## src/rtl/stk_pkg.sv

```systemverilog
package stk_pkg;

   typedef enum logic [1:0] {
      OP_HOLD = 2'd0,
      OP_PUSH = 2'd1,
      OP_POP  = 2'd2
   } stk_op_e;

   // exactly one request line high selects an operation; otherwise hold
   function automatic stk_op_e decode_op(input logic push, input logic pop);
      if (push && !pop)      return OP_PUSH;
      else if (pop && !push) return OP_POP;
      else                   return OP_HOLD;
   endfunction

endpackage

```

## src/rtl/stk_cell.sv

```systemverilog
module stk_cell
   import stk_pkg::*;
#(
   parameter int DATA_W = 32
) (
   input  logic              clk,
   input  logic              rst,
   input  stk_op_e           op,
   input  logic [DATA_W-1:0] from_above,
   input  logic [DATA_W-1:0] from_below,
   output logic [DATA_W-1:0] q
);

   always_ff @(posedge clk) begin
      if (rst) begin
         q <= '0;
      end else begin
         case (op)
            OP_PUSH: q <= from_above;
            OP_POP:  q <= from_below;
            default: q <= q;
         endcase
      end
   end

   AST_CELL_HOLD: assert property (@(posedge clk) disable iff (rst)
      (op == OP_HOLD) |=> $stable(q));

endmodule

```

## src/rtl/stk_fill.sv

```systemverilog
module stk_fill
   import stk_pkg::*;
#(
   parameter int DEPTH = 4
) (
   input  logic    clk,
   input  logic    rst,
   input  stk_op_e op,
   output logic    full,
   output logic    empty,
   output logic    err
);

   localparam int CNT_W = $clog2(DEPTH + 1);
   localparam logic [CNT_W-1:0] CNT_MAX = CNT_W'(DEPTH);

   logic [CNT_W-1:0] cnt;

   always_ff @(posedge clk) begin
      if (rst) begin
         cnt <= '0;
         err <= 1'b0;
      end else begin
         err <= 1'b0;
         case (op)
            OP_PUSH: begin
               if (cnt == CNT_MAX) err <= 1'b1;
               else                cnt <= cnt + 1'b1;
            end
            OP_POP: begin
               if (cnt == '0) err <= 1'b1;
               else           cnt <= cnt - 1'b1;
            end
            default: cnt <= cnt;
         endcase
      end
   end

   assign full  = (cnt == CNT_MAX);
   assign empty = (cnt == '0);

   AST_NO_OVERFLOW: assert property (@(posedge clk) disable iff (rst)
      cnt <= CNT_MAX);
   AST_FLAGS_EXCL: assert property (@(posedge clk) disable iff (rst)
      !(full && empty));
   AST_ERR_CAUSE: assert property (@(posedge clk) disable iff (rst)
      err |-> $past((op == OP_PUSH && full) || (op == OP_POP && empty)));
   AST_HOLD_COUNT: assert property (@(posedge clk) disable iff (rst)
      (op == OP_HOLD) |=> ($stable(cnt) && !err));

endmodule

```

## src/rtl/shift_stack.sv

```systemverilog
module shift_stack
   import stk_pkg::*;
#(
   parameter int DATA_W     = 32,
   parameter int DEPTH      = 4,
   parameter bit TRACK_FILL = 1'b1
) (
   input  logic              clk,
   input  logic              rst,
   input  logic              push_i,
   input  logic              pop_i,
   input  logic [DATA_W-1:0] din,
   output logic [DATA_W-1:0] top_o,
   output logic              full_o,
   output logic              empty_o,
   output logic              err_o
);

   localparam int LAST = DEPTH - 1;

   if (DATA_W < 1) begin : g_bad_width
      $error("shift_stack: DATA_W must be at least 1");
   end
   if (DEPTH < 2) begin : g_bad_depth
      $error("shift_stack: DEPTH must be at least 2");
   end

   stk_op_e op;
   assign op = decode_op(push_i, pop_i);

   logic [DATA_W-1:0] stage [DEPTH];

   for (genvar g = 0; g < DEPTH; g++) begin : g_chain
      logic [DATA_W-1:0] above;
      logic [DATA_W-1:0] below;
      if (g == 0) begin : g_top
         assign above = din;
      end else begin : g_mid_a
         assign above = stage[g-1];
      end
      if (g == LAST) begin : g_bottom
         assign below = '0;
      end else begin : g_mid_b
         assign below = stage[g+1];
      end
      stk_cell #(.DATA_W(DATA_W)) u_cell (
         .clk        (clk),
         .rst        (rst),
         .op         (op),
         .from_above (above),
         .from_below (below),
         .q          (stage[g])
      );
   end

   assign top_o = stage[0];

   if (TRACK_FILL) begin : g_fill
      stk_fill #(.DEPTH(DEPTH)) u_fill (
         .clk   (clk),
         .rst   (rst),
         .op    (op),
         .full  (full_o),
         .empty (empty_o),
         .err   (err_o)
      );
   end else begin : g_nofill
      assign full_o  = 1'b0;
      assign empty_o = 1'b0;
      assign err_o   = 1'b0;
   end

   AST_PUSH_LOADS_TOP: assert property (@(posedge clk) disable iff (rst)
      (push_i && !pop_i) |=> (top_o == $past(din)));
   AST_POP_RAISES_SECOND: assert property (@(posedge clk) disable iff (rst)
      (pop_i && !push_i) |=> (top_o == $past(stage[1])));
   AST_POP_ZERO_BOTTOM: assert property (@(posedge clk) disable iff (rst)
      (pop_i && !push_i) |=> (stage[LAST] == '0));
   AST_BOTH_NOOP: assert property (@(posedge clk) disable iff (rst)
      (push_i && pop_i) |=> $stable(top_o));

endmodule

```

## config.mk

```make
export PLATFORM = sky130hd
export DESIGN_NAME = shift_stack
export DESIGN_NICKNAME = d
export VERILOG_FILES = /design/src/rtl/stk_pkg.sv /design/src/rtl/stk_cell.sv /design/src/rtl/stk_fill.sv /design/src/rtl/shift_stack.sv
export SDC_FILE = /design/constraint.sdc
export NUM_CORES = 1
export LEC_CHECK = 0
export ABC_AREA = 1
export BUFFER_PORTS_ARGS = -buffer_cell sky130_fd_sc_hd__buf_2
export CAP_MARGIN = 20
export CORE_MARGIN = 3
export CORE_UTILIZATION = 35
export DETAILED_ROUTE_END_ITERATION = 16
export PLACE_DENSITY_LB_ADDON = 0.2
export SYNTH_ARGS = -nofsm -noshare
export SYNTH_HDL_FRONTEND = slang
export SYNTH_HIERARCHICAL = 1
export SYNTH_SLANG_ARGS = --single-unit
```

## constraint.sdc

```tcl
create_clock -name clk -period 3.15 [get_ports clk]
set_clock_uncertainty 0.1 [all_clocks]
set_input_delay 0.63 -clock clk [delete_from_list [all_inputs] [get_ports clk]]
set_output_delay 0.63 -clock clk [all_outputs]
set_load 0.01 [all_outputs]
```

=== Word-level counts from Yosys, hierarchy flattened ===
Cells that the tools add are included.

* Add/subtract/negate cells: 2
* Equal/unequal tests: 5
* Muxes and demuxes: 12
* Reductions and logical operators: 7

{| class="wikitable"
|+ Operator list
! operator !! count
|-
| $pmux W32 S2 || 4
|-
| $mux W3 || 2
|-
| $pmux W3 S2 || 1
|-
| $mux W2 || 2
|-
| $ne A2 B2 Y1 const B || 2
|-
| $add A3 B1 Y3 const B || 1
|-
| $eq A3 B3 Y1 const B || 1
|-
| $logic_not A3 Y1 || 1
|-
| $reduce_and A3 Y1 || 1
|-
| $sub A3 B1 Y3 const B || 1
|-
| $eq A2 B1 Y1 const B || 1
|-
| $eq A2 B2 Y1 const B || 1
|-
| $logic_and A1 B1 Y1 || 2
|-
| $logic_not A1 Y1 || 2
|-
| $mux W1 || 2
|-
| $pmux W1 S2 || 1
|-
| $reduce_bool A2 Y1 || 1
|}

* Bits in registers: 132
* Input bits: 36
* Output and inout bits: 35
* Logic and storage cells: 32

=== Depth between registers and ports, before layout ===
Gate-level depths: netlist of run 1.

* Depth after elaboration: 7
* Mapped depth: 11
* Depth with buffers taken out: 11

=== Hierarchy ===
Netlist of run 1, hierarchy kept.

{| class="wikitable"
|+ By module, submodules not included
! module !! instances !! cells an instance !! area each (sq um) !! seq. area each (sq um)
|-
| stk_cell || 4 || 276 || 1,665.3 || 640.6
|-
| stk_fill || 1 || 38 || 295.3 || 80.1
|-
| shift_stack || 1 || 5 || 18.8 || 0.0
|}

=== Worst setup path after synthesis of run 1 ===
OpenSTA, ideal clock, no wires.

* Path kind: input port to flip-flop
* From: input pop_i
* To: register g_fill.u_fill.cnt[2]
* Library setup time: 0.110 ns
* Arrival: 1.986 ns
* Required time: 2.940 ns
* Setup slack: 0.955 ns
* Stages: 9
* Path buffers: 0
* Path through: inv_1 nor2_1 ha_1 inv_2 fa_1 xnor2_1 nand4_1 nand2_1 nor2_1

* Word-level cells in the longest chain between the ends: 6
* Elaborated cells on any way between the ends: 12
* Classes of those cells: eq/ne (4); mux (3); reduce/logical (5)

{| class="wikitable"
|+ RTL lines
! item !! line !! text
|-
| from (decl) || shift_stack.sv:11 || <nowiki>input logic pop_i,</nowiki>
|-
| $logic_and A1 B1 Y1 / $logic_not A1 Y1 (equally long branches) || stk_pkg.sv:12, stk_pkg.sv:11 ||
|-
| $mux W2 / $logic_and A1 B1 Y1 (equally long branches) || stk_pkg.sv:12, stk_pkg.sv:11 ||
|-
| $mux W2 * || stk_pkg.sv:11 || <nowiki>if (push && !pop) return OP_PUSH;</nowiki>
|-
| named net op[1] || shift_stack.sv:28 || <nowiki>stk_op_e op;</nowiki>
|-
| $eq A2 B2 Y1 / $eq A2 B1 Y1 (equally long branches) || stk_fill.sv:25 || <nowiki>case (op)</nowiki>
|-
| $ne A2 B2 Y1 (no line) / $reduce_bool A2 Y1 (equally long branches) || - ||
|-
| $reduce_and A3 Y1 (no line) || - ||
|-
| to (signal assigned) || stk_fill.sv:28 || <nowiki>else cnt <= cnt + 1'b1;</nowiki>
|-
| to (signal assigned) || stk_fill.sv:32 || <nowiki>else cnt <= cnt - 1'b1;</nowiki>
|-
| to (signal assigned) || stk_fill.sv:34 || <nowiki>default: cnt <= cnt;</nowiki>
|-
| to (decl) || stk_fill.sv:17 || <nowiki>logic [CNT_W-1:0] cnt;</nowiki>
|}

Mark *: on every way through the listed nets, which the timed path passes. The rest lies on a longest branch.
A chain may end at the register's enable or synchronous reset.

=== Worst setup path in the final report of run 1 ===
* From: input push_i
* To: register g_fill.u_fill.cnt[2]

* Word-level cells in the longest chain between the ends: 7
* Elaborated cells on any way between the ends: 12
* Classes of those cells: eq/ne (4); mux (3); reduce/logical (5)

{| class="wikitable"
|+ RTL lines
! item !! line !! text
|-
| from (decl) || shift_stack.sv:10 || <nowiki>input logic push_i,</nowiki>
|-
| $logic_not A1 Y1 || stk_pkg.sv:12 || <nowiki>else if (pop && !push) return OP_POP;</nowiki>
|-
| $logic_and A1 B1 Y1 || stk_pkg.sv:12 ||
|-
| $mux W2 || stk_pkg.sv:12 ||
|-
| $mux W2 * || stk_pkg.sv:11 ||
|-
| named net op[1] || shift_stack.sv:28 ||
|-
| $eq A2 B2 Y1 / $eq A2 B1 Y1 (equally long branches) || stk_fill.sv:25 ||
|-
| $ne A2 B2 Y1 (no line) / $reduce_bool A2 Y1 (equally long branches) || - ||
|-
| $reduce_and A3 Y1 (no line) || - ||
|}

Marked as above.

==> impl_metrics.csv, run 1 <==
group,metric,value,unit
status,status,"completed",
synthesis,synth-adder-area-share,1.36,%
final_layout,antenna_cells,0,
clocking,cts_buffers,17,
hold_path,holdPathEnd,"g_fill.u_fill/err",
floorplanning,die_w,147,µm
synthesis,synth_top_family_by_area,"simple AND/OR/NAND/NOR gates",
clocking,cts-root-buf,"clkbuf_16",
global_routing,antenna_found_initial,0,
synthesis,ys_types,21,
route,drt_iter0_drc,285,
place,numPortBuffers,70,
floorplanning,die_y,147,µm
synthesis,synthCells,1147,
final_layout,fillers,2203,
synthesis,yosys_register_bits,132,
route,drt_wl_total,16200,µm
route,vias,6522,
clocking,clk_pin_slew_worst_paths,0.06,ns
timing,setup-violations-final,0,
run,max_cap_violations,0,
setup_path,critPathRequiredTime,3.40,ns
power_and_ir_drop,fin_total_pwr,4950,µW
timing,grt_setup_unrepaired,"no",
global_routing,overflow,0,
timing,setup_tns,0,ns
clocking,htree_levels,4,
synthesis,synth-compound-area-share,9.38,%
setup_path,timing.rr.start,"g_fill.u_fill/cnt[0]",
final_layout,multi_input_area,3410,µm²
setup_path,crit_fanout,6,
timing,relSlewSlack,60.2,%
setup_path,r2r_cells,7,
setup_path,cp-end-kind,"register",
timing,period_minus_slack,2.15,ns
floorplanning,initial_utilization,35.7,%
synthesis,synth_top_cell_by_area,"dfxtp_1",
synthesis,yosysSeqAreaShare,37.9,%
hold_path,worstHoldPathType,"in -> reg",
setup_path,crit_chain,"buf_2 -> nor2_1 -> ha_1 -> inv_2 -> fa_1 -> xnor2_1 -> nand3_2 -> nand2_1 -> inv_1 -> nor2_1",
final_layout,syn_to_final_growth,16.4,%
setup_path,reg2reg_to,"g_fill.u_fill/cnt[2]",
setup_path,cp-start-kind,"input port",
floorplanning,row_count,51,
synthesis,synth_top_area_share,37.9,%
timing,finalCritPeriodShare,68.4,%
clocking,clk_path_buf_depth,2,
timing,fmax,464,MHz
power_and_ir_drop,max-vdd-ir-drop,0.320,mV
setup_path,critPathMostFrequentCell,"nor2_1",
global_routing,grt_pass1_wl,27700,µm
hold_path,min-delay-start,"rst",
route,vias_per_cell,4.37,
setup_path,r2r_setup_slack,1.53,ns
setup_path,arrival,2.40,ns
hold_path,hold_depth,2,
clocking,hold_buffers,0,
clocking,cts_setup_buffers,0,
timing,slew_violations,0,
route,wl_per_cell,10.9,µm
floorplanning,pin_count,71,
floorplanning,core,19500,µm²
clocking,cts_tree,"yes",
floorplanning,fp.dieArea,21700,µm²
synthesis,synthMuxAreaShare,0,%
clocking,clk_latency,0.41,ns
route,drc_errors,0,
clocking,cts_resized,0,
power_and_ir_drop,powerDensity,609,nW/µm²
setup_path,path_class,"in -> reg",
synthesis,avgSynthCellArea,6.08,µm²
clocking,cts_num_sinks,132,
setup_path,slowest_stage,"nor2_1",
power_and_ir_drop,p_leak,0.00395,µW
final_layout,final_nets,1258,
place,routabilityCongestion,0.718,
route,antenna_left,0,
global_routing,grt_pass1_vias,6087,
synthesis,synthSimpleGateAreaFrac,36.1,%
timing,timing_hold_violations_final,0,
synthesis,ys.warnings.count,6,
place,pre_cts_ws,0.573,ns
global_routing,grtUsageTotal,15.2,%
place,dp_hpwl,9900,µm
synthesis,synthXorXnorAreaFrac,0.126,%
synthesis,yosys-top-cells-area,"dfxtp_1 38%, nor2_1 21%, nand2_1 14%",
setup_path,cp_slowest_stage_delay,0.39,ns
timing,tightest_slew,0.597,ns
route,first_pass_iters,6,
final_layout,drive_gt1_share,10.7,%
final_layout,regArea,2640,µm²
synthesis,syn_area,6980,µm²
global_routing,grt_max_degree,65,
timing,worst_slack,0.997,ns
[cell families after synthesis]
logic type,Yosys count
other,1
flip-flops,132
adder cells (fa/ha/maj),7
AND/OR/NAND/NOR,660
buffers and inverters,216
XOR/XNOR,1
AO/OA/AOI/OAI,130
[critical path, delay by kind of cell]
| kind | cells | cell delay (ns) |
|---|---|---|
| AND/OR/NAND/NOR | 4 | 0.65 |
| buffers and inverters | 3 | 0.20 |
| adder cells (fa/ha/maj) | 2 | 0.67 |
| XOR/XNOR | 1 | 0.24 |
[synth_stat cells]
cell type,n
ha_1,6
xnor2_1,1
inv_2,10
dfxtp_1,132
inv_1,142
nor2_1,389
nand4_1,1
o21ai_0,128
fa_1,1
nor2_4,1
clkbuf_1,12
nor3_1,1
nand2_2,2
nand2_1,263
a21oi_1,1
conb_1,1
buf_2,24
buf_6,28
nand3_4,1
a21oi_2,1
nand3_2,2
[registers in the layout (all words and copies together) (netlist names)]
signal             cells
g_fill.u_fill/cnt      3
g_fill.u_fill/err      1
g_chain.u_cell/q     128
[power breakdown]
part | switching, µW | internal, µW | leakage [µW]
combinational | 499 | 294 | 0.00254
clock | 735 | 1470 | 0.000321
sequential | 108 | 1840 | 0.00109
[layer usage]
layer	GRT usage [%]	wire, µm
met1	18.1	7740
met2	27.3	7860
met3	3.21	406
met4	4.99	233
met5	0	0
[cells in the final DEF, fill, tap and decap left out]
master | synthesis | final
buf_2 | 24 | 70
nor3_1 | 1 | 1
inv_1 | 142 | 142
nor2_4 | 1 | 1
clkinv_4 | 0 | 1
xnor2_1 | 1 | 1
nand2_1 | 263 | 263
dfxtp_1 | 132 | 132
ha_1 | 6 | 2
ha_2 | 0 | 4
nand4_1 | 1 | 1
buf_4 | 0 | 6
nand3_2 | 2 | 2
nand3_4 | 1 | 1
clkinv_2 | 0 | 3
a21oi_2 | 1 | 1
o21ai_0 | 128 | 128
fa_1 | 1 | 1
a21oi_1 | 1 | 1
clkbuf_1 | 12 | 3
bufinv_16 | 0 | 5
nand2_2 | 2 | 2
buf_12 | 0 | 6
clkbuf_8 | 0 | 3
inv_2 | 10 | 10
conb_1 | 1 | 32
nor2_1 | 389 | 389
clkbuf_16 | 0 | 17
[layout make-up]
cell class / instances / share of cell area [%]
Clock buffer: 23 / 5.89
Tap cell: 265 / 4.08
Timing Repair Buffer: 82 / 6.35
Inverter: 152 / 7.03
Multi-Input combinational cell: 830 / 42.0
Sequential cell: 132 / 32.5
Clock inverter: 9 / 2.14
[worst max-delay path by stage]
stage | startpoint | end | slack [ns] | cells past startpoint
floorplan | pop_i | g_fill.u_fill/cnt[2] | 0.95 | 9
global placement | push_i | g_fill.u_fill/cnt[2] | 0.64 | 10
detailed placement | push_i | g_fill.u_fill/cnt[2] | 0.57 | 10
CTS | push_i | g_fill.u_fill/cnt[2] | 1.02 | 10
global route | pop_i | g_fill.u_fill/cnt[2] | 0.82 | 11
finish | push_i | g_fill.u_fill/cnt[2] | 1.0 | 10
[through the flow]
step,cell area [µm²],utilization [%],hold slack [ns],cells
2_1_floorplan,7090,-,0.391,1178
3_3_place_gp,7470,38.2,0.411,1461
3_5_place_dp,7470,38.2,0.412,1461
4_1_cts,8120,41.6,0.372,1493
5_1_grt,8120,41.6,0.381,1493
6_report,8120,41.6,0.390,1493
(Power assumes the default switching activity.)
==> run 2: changes to the inputs <==
==> constraint.sdc (replaced) <==
create_clock -name clk -period 2 [get_ports clk]
set_clock_uncertainty 0.1 [all_clocks]
set_input_delay 0.4 -clock clk [delete_from_list [all_inputs] [get_ports clk]]
set_output_delay 0.4 -clock clk [all_outputs]
set_load 0.01 [all_outputs]
==> run 2 against run 1 <==
Compared with the run above: cell count up 0.74%; combinational power up 67%; sequential power up 58%; non-clock buffer count up 11; global-route usage up 0.63 points; critical path depth down 6; worst setup slack worse by 0.66 ns; via count up 1.0%; core utilization up 0.97 points; die area unchanged; clock power up 54%; first-iteration DRC count up 30%; critical path type is now reg -> out.
==> impl_metrics.csv, run 2 (synthesized netlist as in run 1, its figures left out) <==
group,metric,value,unit
clocking,clk_pin_slew_worst_paths,0.06,ns
global_routing,grt_pass1_vias,6235,
power_and_ir_drop,max-vdd-ir-drop,0.409,mV
floorplanning,fp.dieArea,21700,µm²
clocking,cts_setup_buffers,0,
clocking,cts_resized,0,
final_layout,top_register,"g_chain.u_cell/q",
final_layout,postLayoutCoreUtil,42.6,%
power_and_ir_drop,clkPwrFrac,43.5,%
route,first_pass_iters,4,
route,vias,6587,
clocking,cts_num_sinks,132,
timing,timing_hold_violations_final,0,
timing,relSlewSlack,63.8,%
clocking,cts_buffers,17,
setup_path,arrival,1.16,ns
timing,setup-violations-final,0,
floorplanning,pin_count,71,
global_routing,grt.met1_usage,19.8,%
power_and_ir_drop,p_leak,0.00402,µW
floorplanning,row_count,51,
route,vias_per_cell,4.38,
final_layout,drive_gt1_share,11.7,%
route,drt_wl_total,16500,µm
floorplanning,die_w,147,µm
final_layout,largestRegisters,"g_chain.u_cell/q x128, g_fill.u_fill/cnt x3, g_fill.u_fill/err x1",
global_routing,antenna_found_initial,0,
final_layout,largest_reg_flops,128,
clocking,htree_levels,4,
final_layout,antenna_cells,0,
global_routing,grtUsageTotal,15.9,%
final_layout,syn_to_final_growth,19.1,%
timing,tightest_slew,0.543,ns
setup_path,path_class,"reg -> out",
hold_path,worstHoldPathType,"in -> reg",
floorplanning,core,19500,µm²
floorplanning,initial_utilization,35.7,%
power_and_ir_drop,pwr-share-seq,39.5,%
setup_path,critPathRequiredTime,1.50,ns
status,status,"completed",
global_routing,grt_max_degree,45,
setup_path,crit_fanout,3,
clocking,hold_buffers,0,
power_and_ir_drop,powerDensity,937,nW/µm²
place,pre_cts_ws,-0.0733,ns
power_and_ir_drop,p_int,5620,µW
global_routing,grt_pass1_wl,28600,µm
route,antenna_left,0,
clocking,cts_tree,"yes",
timing,finalCritPeriodShare,83.2,%
floorplanning,die_y,147,µm
timing,slew_violations,0,
place,dp_hpwl,10100,µm
route,drt_iter0_drc,370,
timing,period_minus_slack,1.66,ns
global_routing,globalRouteMet3Util,2.87,%
final_layout,final_cell_mix,"389 x nor2_1, 263 x nand2_1, 142 x inv_1",
final_layout,final_common_cell,"nor2_1",
final_layout,fillers,2156,
power_and_ir_drop,combPwrFrac,17.0,%
route,wl_per_cell,11.0,µm
setup_path,cp-start-kind,"register",
run,max_cap_violations,0,
setup_path,cp-end-kind,"output port",
place,routabilityCongestion,0.733,
timing,grt_setup_unrepaired,"no",
clocking,cts-root-buf,"clkbuf_16",
final_layout,final_nets,1269,
route,drc_errors,0,
power_and_ir_drop,swShare,27.8,%
clocking,clk_latency,0.42,ns
timing,worst_slack,0.336,ns
global_routing,met2_usage,27.7,%
global_routing,top_usage_layer,"met2",
timing,fmax,601,MHz
global_routing,overflow,0,
power_and_ir_drop,switching_power,2170,µW
place,numPortBuffers,70,
clocking,clk_path_buf_depth,2,
==> run 2: cell types whose count changed in the layout (fill, tap and decap cells not counted), sizes merged <==
cell	previous run	this run
buf	82	93
bufinv	5	4
clkbuf	23	21
clkinv	4	2
clkinvlp	0	5
==> run 2: path summary, 6_finish.rpt <==
| path | slack [ns] | cells after the start | start | end |
|---|---|---|---|---|
| min | 0.18 | 2 | rst | g_fill.u_fill/err |
| min reg2reg | 0.42 | 2 | g_chain[3].u_cell/q[8] | g_chain[3].u_cell/q[8] |
| max | 0.34 | 4 | g_fill.u_fill/cnt[0] | full_o |
| max reg2reg | 0.44 | 7 | g_fill.u_fill/cnt[0] | g_fill.u_fill/cnt[2] |
==> run 2: final cells by class <==
| cell class | count | area (µm²) | area share [%] |
|---|---|---|---|
| clock buffers | 21 | 470 | 5.66 |
| multi-input cells | 830 | 3410 | 41.0 |
| inverters | 152 | 571 | 6.87 |
| flip-flops and latches | 132 | 2640 | 31.8 |
| clock inverters | 11 | 175 | 2.11 |
| well taps | 265 | 332 | 3.99 |
| repair buffers | 93 | 711 | 8.55 |
==> run 2: routing by layer <==
metal,vias to the layer above,share of wire (%)
met3,11,3.5
met4,0,1.3
met1,2963,48
li1,3517,-
met5,-,0
met2,96,48
==> run 2: through the flow <==
step | cells | total power (µW) | hold slack, ns | area (µm²) | TNS, ns
6_report | 1504 | 7780 | 0.178 | 8310 | 0
5_1_grt | 1504 | 8260 | 0.205 | 8310 | 0
3_3_place_gp | 1472 | 4450 | 0.407 | 7660 | -0.00764
4_1_cts | 1504 | 7900 | 0.163 | 8310 | 0
2_1_floorplan | 1178 | 4080 | 0.377 | 7090 | 0
3_5_place_dp | 1472 | 4470 | 0.410 | 7660 | -0.208
==> run 2: critical path, cell delays in order, from the launching register on <==
cell     delay [ns]
dfxtp_1        0.34
nor2_4         0.14
inv_1          0.06
nor2_1         0.08
buf_2          0.13
==> run 2: power by group through the flow <==
stage / registers (µW) / clock network, µW / logic (µW)
floorplan: 3120 / 0 / 958
global placement: 3130 / 0 / 1320
detailed placement: 3130 / 0 / 1330
CTS: 3080 / 3480 / 1340
global route: 3120 / 3590 / 1550
finish: 3080 / 3380 / 1320
